## config.mk

```make
export PLATFORM = sky130hd
export DESIGN_NAME = flashCmdSeq
export DESIGN_NICKNAME = d
export VERILOG_FILES = /design/src/rtl/flash_cmd_pkg.sv /design/src/rtl/flashCmdCtrl.sv /design/src/rtl/flashCmdPath.sv /design/src/rtl/flashCmdSeq.sv
export SDC_FILE = /design/constraint.sdc
export NUM_CORES = 1
export LEC_CHECK = 0
export ABC_AREA = 1
export ABC_CLOCK_PERIOD_IN_PS = 3700
export BUFFER_PORTS_ARGS = -buffer_cell sky130_fd_sc_hd__buf_2
export CAP_MARGIN = 5
export CORE_ASPECT_RATIO = 0.7
export CORE_UTILIZATION = 55
export DETAILED_ROUTE_END_ITERATION = 8
export PLACE_DENSITY = 0.92
export SKIP_CTS_REPAIR_TIMING = 1
export SYNTH_ARGS = -nofsm -noshare
export SYNTH_HDL_FRONTEND = slang
export SYNTH_HIERARCHICAL = 1
export SYNTH_SLANG_ARGS = --single-unit
```

## constraint.sdc

```tcl
create_clock -name clk -period 3.7 [get_ports clk]
set_input_delay 0.555 -clock clk [delete_from_list [all_inputs] [get_ports clk]]
set_output_delay 0.555 -clock clk [all_outputs]
set_load 0.005 [all_outputs]
```

## src/rtl/flash_cmd_pkg.sv

```systemverilog
package flash_cmd_pkg;
  localparam int ADDR_W   = 18;
  localparam int DATA_W   = 8;
  localparam int NUM_SECT = 7;
  localparam int SECT_W   = $clog2(NUM_SECT);
  localparam int CMP_W    = 12;

  localparam logic [CMP_W-1:0]  UNL_ADDR1 = 12'h555;
  localparam logic [CMP_W-1:0]  UNL_ADDR2 = 12'h2AA;
  localparam logic [DATA_W-1:0] UNL_DATA1 = 8'hAA;
  localparam logic [DATA_W-1:0] UNL_DATA2 = 8'h55;
  localparam logic [DATA_W-1:0] OP_PROG   = 8'hA0;
  localparam logic [DATA_W-1:0] OP_ERASE  = 8'h80;
  localparam logic [DATA_W-1:0] OP_IDENT  = 8'h90;
  localparam logic [DATA_W-1:0] OP_CHIP   = 8'h10;
  localparam logic [DATA_W-1:0] OP_SECT   = 8'h30;
  localparam logic [DATA_W-1:0] OP_HOLD   = 8'hB0;
  localparam logic [DATA_W-1:0] OP_RESET  = 8'hF0;

  typedef enum logic [3:0] {
    ST_READ, ST_UNL1, ST_UNL2, ST_PSETUP, ST_ESETUP, ST_EUNL1, ST_EUNL2,
    ST_IDENT, ST_SWIN, ST_PBUSY, ST_EBUSY, ST_HOLD, ST_HUNL1, ST_HUNL2,
    ST_HPSETUP, ST_HPBUSY
  } seq_state_e;

  typedef struct packed {
    logic progGo;
    logic chipGo;
    logic sectGo;
    logic listClr;
    logic listAdd;
    logic identMode;
  } path_ctl_t;

  function automatic logic [SECT_W-1:0] sectorOf(input logic [ADDR_W-1:0] a);
    if (a[17])       return a[16] ? SECT_W'(6) : SECT_W'(5);
    else if (a[16])  return SECT_W'(4);
    else if (a[15])  return SECT_W'(3);
    else if (!a[14]) return SECT_W'(0);
    else             return a[13] ? SECT_W'(2) : SECT_W'(1);
  endfunction
endpackage

```

## src/rtl/flashCmdCtrl.sv

```systemverilog
module flashCmdCtrl
  import flash_cmd_pkg::*;
#(
  parameter int ERASE_WIN = 16
) (
  input  logic              clk,
  input  logic              rstN,
  input  logic              wrEn,
  input  logic [ADDR_W-1:0] addr,
  input  logic [DATA_W-1:0] wrData,
  input  logic              progDone,
  input  logic              eraseDone,
  input  logic              sectProt,
  input  logic              sectListed,
  input  logic              anyUnprot,
  input  logic              listLive,
  output path_ctl_t         ctl,
  output logic              busy,
  output logic              eraseHold
);
  localparam int WIN_W = $clog2(ERASE_WIN + 1);

  seq_state_e st, nxt;
  logic [WIN_W-1:0] winCnt;
  logic sectMode;
  logic isUnl1, isUnl2, atUnl1;

  assign atUnl1 = addr[CMP_W-1:0] == UNL_ADDR1;
  assign isUnl1 = atUnl1 && wrData == UNL_DATA1;
  assign isUnl2 = addr[CMP_W-1:0] == UNL_ADDR2 && wrData == UNL_DATA2;

  always_comb begin
    nxt = st;
    ctl = '0;
    ctl.identMode = (st == ST_IDENT);
    unique case (st)
      ST_READ, ST_IDENT: if (wrEn) nxt = isUnl1 ? ST_UNL1 : ST_READ;
      ST_UNL1:  if (wrEn) nxt = isUnl2 ? ST_UNL2 : ST_READ;
      ST_UNL2:  if (wrEn) begin
        if (atUnl1 && wrData == OP_PROG)       nxt = ST_PSETUP;
        else if (atUnl1 && wrData == OP_ERASE) nxt = ST_ESETUP;
        else if (atUnl1 && wrData == OP_IDENT) nxt = ST_IDENT;
        else                                   nxt = ST_READ;
      end
      ST_PSETUP: if (wrEn) begin
        ctl.progGo = !sectProt;
        nxt = sectProt ? ST_READ : ST_PBUSY;
      end
      ST_ESETUP: if (wrEn) nxt = isUnl1 ? ST_EUNL1 : ST_READ;
      ST_EUNL1:  if (wrEn) nxt = isUnl2 ? ST_EUNL2 : ST_READ;
      ST_EUNL2:  if (wrEn) begin
        if (wrData == OP_SECT) begin
          ctl.listClr = 1'b1;
          ctl.listAdd = 1'b1;
          nxt = ST_SWIN;
        end else if (atUnl1 && wrData == OP_CHIP && anyUnprot) begin
          ctl.chipGo = 1'b1;
          nxt = ST_EBUSY;
        end else nxt = ST_READ;
      end
      ST_SWIN: begin
        if (wrEn) begin
          ctl.listAdd = (wrData == OP_SECT);
          nxt = (wrData == OP_SECT) ? ST_SWIN : ST_READ;
        end else if (winCnt == '0) begin
          ctl.sectGo = listLive;
          nxt = listLive ? ST_EBUSY : ST_READ;
        end
      end
      ST_PBUSY:  if (progDone) nxt = ST_READ;
      ST_EBUSY: begin
        if (eraseDone) nxt = ST_READ;
        else if (wrEn && sectMode && wrData == OP_HOLD) nxt = ST_HOLD;
      end
      ST_HOLD: if (wrEn) begin
        if (wrData == OP_SECT) nxt = ST_EBUSY;
        else if (isUnl1)       nxt = ST_HUNL1;
      end
      ST_HUNL1: if (wrEn) nxt = isUnl2 ? ST_HUNL2 : ST_HOLD;
      ST_HUNL2: if (wrEn) nxt = (atUnl1 && wrData == OP_PROG) ? ST_HPSETUP : ST_HOLD;
      ST_HPSETUP: if (wrEn) begin
        ctl.progGo = !sectProt && !sectListed;
        nxt = ctl.progGo ? ST_HPBUSY : ST_HOLD;
      end
      ST_HPBUSY: if (progDone) nxt = ST_HOLD;
      default: nxt = ST_READ;
    endcase
  end

  always_ff @(posedge clk or negedge rstN) begin
    if (!rstN) begin
      st       <= ST_READ;
      winCnt   <= '0;
      sectMode <= 1'b0;
    end else begin
      st <= nxt;
      if (ctl.listAdd)               winCnt <= WIN_W'(ERASE_WIN - 1);
      else if (winCnt != '0)         winCnt <= winCnt - 1'b1;
      if (ctl.sectGo)                sectMode <= 1'b1;
      else if (ctl.chipGo)           sectMode <= 1'b0;
    end
  end

  assign eraseHold = st inside {ST_HOLD, ST_HUNL1, ST_HUNL2, ST_HPSETUP, ST_HPBUSY};
  assign busy      = eraseHold || st inside {ST_PBUSY, ST_EBUSY};

  AST_PROG_BUSY_STAYS: assert property (@(posedge clk) disable iff (!rstN)
    (st == ST_PBUSY && !progDone) |=> (st == ST_PBUSY));
  AST_HOLD_ONLY_SECTOR: assert property (@(posedge clk) disable iff (!rstN)
    eraseHold |-> sectMode);
  AST_HOLD_NO_EXIT_ON_DONE: assert property (@(posedge clk) disable iff (!rstN)
    (st == ST_HOLD && !wrEn) |=> eraseHold);
endmodule

```

## src/rtl/flashCmdPath.sv

```systemverilog
module flashCmdPath
  import flash_cmd_pkg::*;
#(
  parameter logic [DATA_W-1:0] MFR_CODE = 8'h04,
  parameter logic [DATA_W-1:0] DEV_CODE = 8'hA7
) (
  input  logic                clk,
  input  logic                rstN,
  input  path_ctl_t           ctl,
  input  logic [ADDR_W-1:0]   addr,
  input  logic [DATA_W-1:0]   wrData,
  input  logic [NUM_SECT-1:0] protMask,
  input  logic [DATA_W-1:0]   arrayRdData,
  output logic [DATA_W-1:0]   rdData,
  output logic                sectProt,
  output logic                sectListed,
  output logic                anyUnprot,
  output logic                listLive,
  output logic                progStart,
  output logic [ADDR_W-1:0]   progAddr,
  output logic [DATA_W-1:0]   progData,
  output logic                eraseStart,
  output logic [NUM_SECT-1:0] eraseMask
);
  logic [SECT_W-1:0]   sect;
  logic [NUM_SECT-1:0] eraseList;
  logic [DATA_W-1:0]   identByte;

  assign sect       = sectorOf(addr);
  assign sectProt   = protMask[sect];
  assign sectListed = eraseList[sect];
  assign anyUnprot  = |(~protMask);
  assign listLive   = |(eraseList & ~protMask);

  for (genvar s = 0; s < NUM_SECT; s++) begin : g_list
    always_ff @(posedge clk or negedge rstN) begin
      if (!rstN)            eraseList[s] <= 1'b0;
      else if (ctl.chipGo)  eraseList[s] <= !protMask[s];
      else if (ctl.listAdd) eraseList[s] <= (sect == SECT_W'(s)) || (!ctl.listClr && eraseList[s]);
    end
  end

  always_ff @(posedge clk or negedge rstN) begin
    if (!rstN) begin
      progStart  <= 1'b0;
      progAddr   <= '0;
      progData   <= '0;
      eraseStart <= 1'b0;
      eraseMask  <= '0;
    end else begin
      progStart  <= ctl.progGo;
      eraseStart <= ctl.chipGo || ctl.sectGo;
      if (ctl.progGo) begin
        progAddr <= addr;
        progData <= wrData & arrayRdData;
      end
      if (ctl.chipGo)      eraseMask <= ~protMask;
      else if (ctl.sectGo) eraseMask <= eraseList & ~protMask;
    end
  end

  always_comb begin
    unique case (addr[7:0])
      8'h00:   identByte = MFR_CODE;
      8'h01:   identByte = DEV_CODE;
      8'h02:   identByte = {{(DATA_W-1){1'b0}}, sectProt};
      default: identByte = '0;
    endcase
  end

  assign rdData = ctl.identMode ? identByte : arrayRdData;

  AST_PROG_CLEARS_ONLY: assert property (@(posedge clk) disable iff (!rstN)
    progStart |-> ((progData & ~$past(arrayRdData)) == '0));
  AST_PROG_NOT_LOCKED: assert property (@(posedge clk) disable iff (!rstN)
    progStart |-> !$past(protMask[sectorOf(addr)]));
  AST_ERASE_SPARES_LOCKED: assert property (@(posedge clk) disable iff (!rstN)
    eraseStart |-> ((eraseMask & $past(protMask)) == '0));
  AST_ERASE_NONEMPTY: assert property (@(posedge clk) disable iff (!rstN)
    eraseStart |-> (eraseMask != '0));
endmodule

```

## src/rtl/flashCmdSeq.sv

```systemverilog
module flashCmdSeq
  import flash_cmd_pkg::*;
#(
  parameter int                ERASE_WIN = 16,
  parameter logic [DATA_W-1:0] MFR_CODE  = 8'h04,
  parameter logic [DATA_W-1:0] DEV_CODE  = 8'hA7
) (
  input  logic                clk,
  input  logic                rstN,
  input  logic                wrEn,
  input  logic [ADDR_W-1:0]   addr,
  input  logic [DATA_W-1:0]   wrData,
  output logic [DATA_W-1:0]   rdData,
  input  logic [DATA_W-1:0]   arrayRdData,
  input  logic [NUM_SECT-1:0] protMask,
  output logic                progStart,
  output logic [ADDR_W-1:0]   progAddr,
  output logic [DATA_W-1:0]   progData,
  input  logic                progDone,
  output logic                eraseStart,
  output logic [NUM_SECT-1:0] eraseMask,
  input  logic                eraseDone,
  output logic                eraseHold,
  output logic                busy
);
  path_ctl_t ctl;
  logic sectProt, sectListed, anyUnprot, listLive;

  flashCmdCtrl #(.ERASE_WIN(ERASE_WIN)) u_ctrl (
    .clk, .rstN, .wrEn, .addr, .wrData, .progDone, .eraseDone,
    .sectProt, .sectListed, .anyUnprot, .listLive,
    .ctl, .busy, .eraseHold
  );

  flashCmdPath #(.MFR_CODE(MFR_CODE), .DEV_CODE(DEV_CODE)) u_path (
    .clk, .rstN, .ctl, .addr, .wrData, .protMask, .arrayRdData, .rdData,
    .sectProt, .sectListed, .anyUnprot, .listLive,
    .progStart, .progAddr, .progData, .eraseStart, .eraseMask
  );
endmodule

```

; ---- Yosys cells after proc, flatten, opt, wreduce, memory -nomap -nowiden
; Index checks and enable logic that the tools add are counted.
[totals]
regBits = 52
inputBits = 46
output_inout_bits = 45
word_cells = 201
[classes]
n_addsub = 1
magnitude_cmp = 1
eq_ne = 49
muxes = 82
bitwise_logic = 3
reduce_logical = 50
[op_table]
columns = op, n
row1 = $mux 4, 26
row2 = $pmux 4 s15, 1
row3 = $eq 8x8->1 const B, 5
row4 = $eq 4x4->1 const B, 8
row5 = $mux 1, 30
row6 = $mux 3, 10
row7 = $ne 2x2->1 const B, 13
row8 = $pmux 8 s3, 1
row9 = $logic_and 1x1->1, 17
row10 = $eq 4x3->1 const B, 4
row11 = $reduce_and 16->1, 1
row12 = $mux 7, 2
row13 = $reduce_or 7->1, 2
row14 = $eq 12x10->1 const B, 1
row15 = $eq 12x11->1 const B, 1
row16 = $logic_not 1->1, 10
row17 = $mux 2, 5
row18 = $mux 5, 2
row19 = $reduce_bool 5->1, 2
row20 = $eq 3x3->1 const B, 3
row21 = $logic_or 1x1->1, 9
row22 = $and 8x8->8, 1
row23 = $eq 4x2->1 const B, 2
row24 = $eq 8x1->1 const B, 1
row25 = other kinds (22), 29

; ---- Depth between registers and ports, before layout
[depth]
ltp_word = 12
ltp_mapped = 19
ltp_nobuf = 19

; ---- Hierarchy
; Netlist, hierarchy kept.
[by_module_without_submodules]
columns = module, n_inst, cells_per_inst, area_per_inst_um2, seq_area_each_um2
row1 = flashCmdPath, 1, 249, 2102.0, 1051.0
row2 = flashCmdCtrl, 1, 233, 1243.7, 250.2

; ---- Worst setup path before layout
; No wires, ideal clock.
[synth_path]
path_kind = input port to flip-flop
from = input addr[13]
to = register u_path.progAddr[0]
setup_ns = 0.125
arrival_time_ns = 2.569
t_required_ns = 3.575
setup_slack_ns = 1.006
cell_stages = 13
n_path_buf = 1
path_cell_list = inv_1 nand2_1 nand2_4 nand2_4 inv_1 nor2_2 nand2_1 o2111ai_1 nand2_1 o21ai_1 a2111oi_0 clkbuf_1 mux2_2
[synth_lines]
columns = item, line
row1 = from (decl), flashCmdSeq.sv:11  ; input logic [ADDR_W-1:0] addr,
row2 = to (signal assigned), flashCmdPath.sv:54  ; progAddr <= addr;
row3 = to (decl), flashCmdPath.sv:20  ; output logic [ADDR_W-1:0] progAddr,

==> results by group <==
Die
  • Row cnt: 23
  • Core Region: 5780 sq um
  • Die W: 95.2 um
  • Die Area: 6400 sq um
  • Initial Util: 57.8%
  • Die Ht: 67.3 um
  • # IOs: 91

GRT
  • Initial antenna violation count: 0
  • Vias in the first global route: 3059
  • Total grt overflow: 0
  • Pin count of the biggest net entering global routing: 40
  • Overall routing resource usage: 30.1%
  • First-pass GRT wire length: 14600 um

Final layout
  • FILL cells: 489
  • Final nets: 626
  • Fraction of layout cells with a size suffix above 1: 23.7%
  • ANT cells: 0
  • Area growth, synth to finish: 20.6%

Yosys
  • Post-synth cell types: 36
  • Mapped Area: 3350 sq um
  • Post-synthesis sequential area ratio: 38.9%
  • Synth area leaders: dfrtp_1 39%, nand2_1 14%, inv_1 9.6%
  • Mean post-synth cell area: 6.94 sq um
  • Syn_nets: 530
  • Gate Count Post-Synth: 482
  • Flop and latch count out of synthesis: 52
  • Synth top area share: 38.9%
  • Warnings from Yosys: 6
  • Area leader, netlist: dfrtp_1

Worst setup path
  • Startpoint types: flip-flop
  • Crit Path Class: flip-flop to output pin
  • Worst setup EP type: output pin
  • Arrival time at the worst endpoint: 2.28 ns
  • CP Max Fanout: 6
  • CP required: 3.14 ns

Power
  • Leakage: 2.28 nW
  • Max rail drop VDD: 0.202 mV
  • Power density over cell area: 309 nW/um^2
  • Final Power: 0.00125 W

STA
  • Period Utilization, post-route: 76.5%
  • Post-route minimum period: 2.83 ns
  • RSZ-0062 raised after global routing: false
  • Measured slew at the worst slew-check pin: 0.647 ns
  • Clk_skew: 0.00387 ns
  • Hold Vio Cnt, Final: 0
  • Final Setup Violations: 0
  • Max-Slew Margin vs Limit: 56.5%
  • Fmax: 353 MHz
  • TNS Setup: 0 ns
  • Worst setup margin: 0.869 ns
  • Max-slew violations: 0

Routing
  • Antenna Nets Post-Route: 0
  • Via density: 5.43
  • Average wire per standard cell: 14.7 um
  • Drt drc: 0
  • First-pass DRT Iterations: 6
  • Iteration-0 DRC Markers: 323
  • Vias: 3544
  • Routed WL: 9590 um

Placement
  • Pre-CTS setup slack: 0.811 ns
  • PortBufs: 90
  • Placed wire-length estimate: 7460 um
  • GPL Wtd Cong: 0.949

CTS
  • CTS Root Cell: clkbuf_8
  • Bufs on Longest Clock Path: 2
  • Worst-Skew Late Latency: 0.30 ns
  • Total CTS buffers: 5
  • CTS tree: built
  • Clock transition at the registers of the reported paths: 0.09 ns
  • Clock sinks: 52
  • H-tree lvl count: 2

Run
  • Maxcap violations: 0

Hold path
  • HP Class: primary input to async pin

Run status
  • Status: finished clean
through the flow:
stage / instances / utilization, % / instance area, sq um / hold slack [ns]
final: 653 / 69.8 / 4040 / 0.239
after global routing: 653 / 69.8 / 4040 / 0.260
after CTS: 653 / 69.8 / 4040 / 0.243
after detailed placement: 646 / 67.5 / 3910 / 0.481
after global placement: 646 / 67.5 / 3910 / 0.477
after floorplan: 482 / - / 3350 / 0.259
registers in the layout (all words and copies together), names as in the netlist:
| register | flops |
|---|---|
| u_path/progAddr | 18 |
| u_ctrl/winCnt | 5 |
| u_path/eraseList | 7 |
| u_path/eraseStart | 1 |
| u_ctrl/sectMode | 1 |
| u_ctrl/st | 4 |
| u_path/eraseMask | 7 |
| u_path/progStart | 1 |
| u_path/progData | 8 |
per-layer routing:
metal | wire length (um) | track usage [%] | up-vias
met4 | 71 | 5.11 | 2
met1 | 4380 | 43.7 | 1624
li1 | - | - | 1713
met2 | 4080 | 43.3 | 191
met3 | 1030 | 10.1 | 14
met5 | 29 | 4.17 | -
final timing paths:
path	slack, ns	from	depth (start not counted)	to
setup / recovery	0.87	u_ctrl/st[3]	9	rdData[7]
hold / removal	0.24	rstN	1	u_ctrl/winCnt[4]
setup reg to reg	1.35	u_ctrl/st[1]	8	u_path/progAddr[9]
hold reg to reg	0.51	u_path/eraseMask[0]	2	u_path/eraseMask[0]
max in group asynchronous	2.64	rstN	2	u_path/progAddr[14]
min in group clk	0.48	addr[12]	2	u_path/progAddr[12]
layout by cell type (no fill, tap or decap), types with 3 or more instances in the layout:
master,n
inv_1,86
o211ai_1,9
mux2_2,13
buf_2,90
nand2_4,3
nor2_4,4
o22ai_1,5
nor4_1,3
nand3_1,37
buf_4,4
dfrtp_1,52
nand2_1,126
nand2_2,4
clkbuf_8,5
nor2_2,4
a21oi_1,19
nor2_1,65
nand4_1,6
o21ai_0,14
nor3_1,4
report_power, final:
part	internal, W	switching (W)	leakage (nW)
clock	0.000266	0.000187	0.0642
combinational	0.0000749	0.000116	1.56
sequential	0.000591	0.0000127	0.659
kinds of logic after synthesis:
logic type	after synthesis	synth area share, %
and+or+nand+nor	260	34.0
buffers and inverters	93	10.5
AOI/OAI and AO/OA	60	11.0
DFF	52	38.9
muxes	13	4.38
xor gates and xnor gates	2	0.524
adders and majority gates	2	0.748
worst max-delay path, cell delays in order, from the launching register on:
cell and delay (ns):
dfrtp_1 0.46, inv_1 0.20, nand2_4 0.10, nor2_1 0.10
buf_4 0.17, inv_1 0.13, nor4_1 0.43, nand2_1 0.18
nand2_1 0.10, buf_2 0.11
cell usage after synthesis:
library cell / count
inv_1: 86
clkbuf_1: 4
nor2_2: 4
nand3_2: 1
dfrtp_1: 52
buf_2: 1
o2111ai_1: 2
nor3_1: 4
nor4_1: 3
nand2_1: 126
ha_1: 2
o211ai_1: 9
nand3_1: 37
o221ai_1: 2
nand2_4: 3
nor2_1: 65
and2_2: 1
o21a_1: 1
a21o_1: 1
o311ai_0: 1
mux2_2: 13
nand4_1: 6
o21ai_1: 2
o22ai_1: 5
or2_2: 2
xnor2_1: 1
a2111oi_0: 1
a21oi_1: 19
nand2_2: 4
o31ai_1: 1
a31oi_1: 1
a22oi_2: 1
nor2_4: 4
inv_2: 2
o21ai_0: 14
xor2_1: 1
cell type report:
type	count	area, sq um	area share [%]
Clock buffer	5	68.8	1.71
Clock inverter	2	60.1	1.49
Inverter	88	330	8.19
Multi-Input combinational cell	337	1700	42.1
Sequential cell	52	1300	32.2
Tap cell	75	93.8	2.33
Timing Repair Buffer	94	480	11.9
Note: power is estimated with default switching activity, not from simulation.
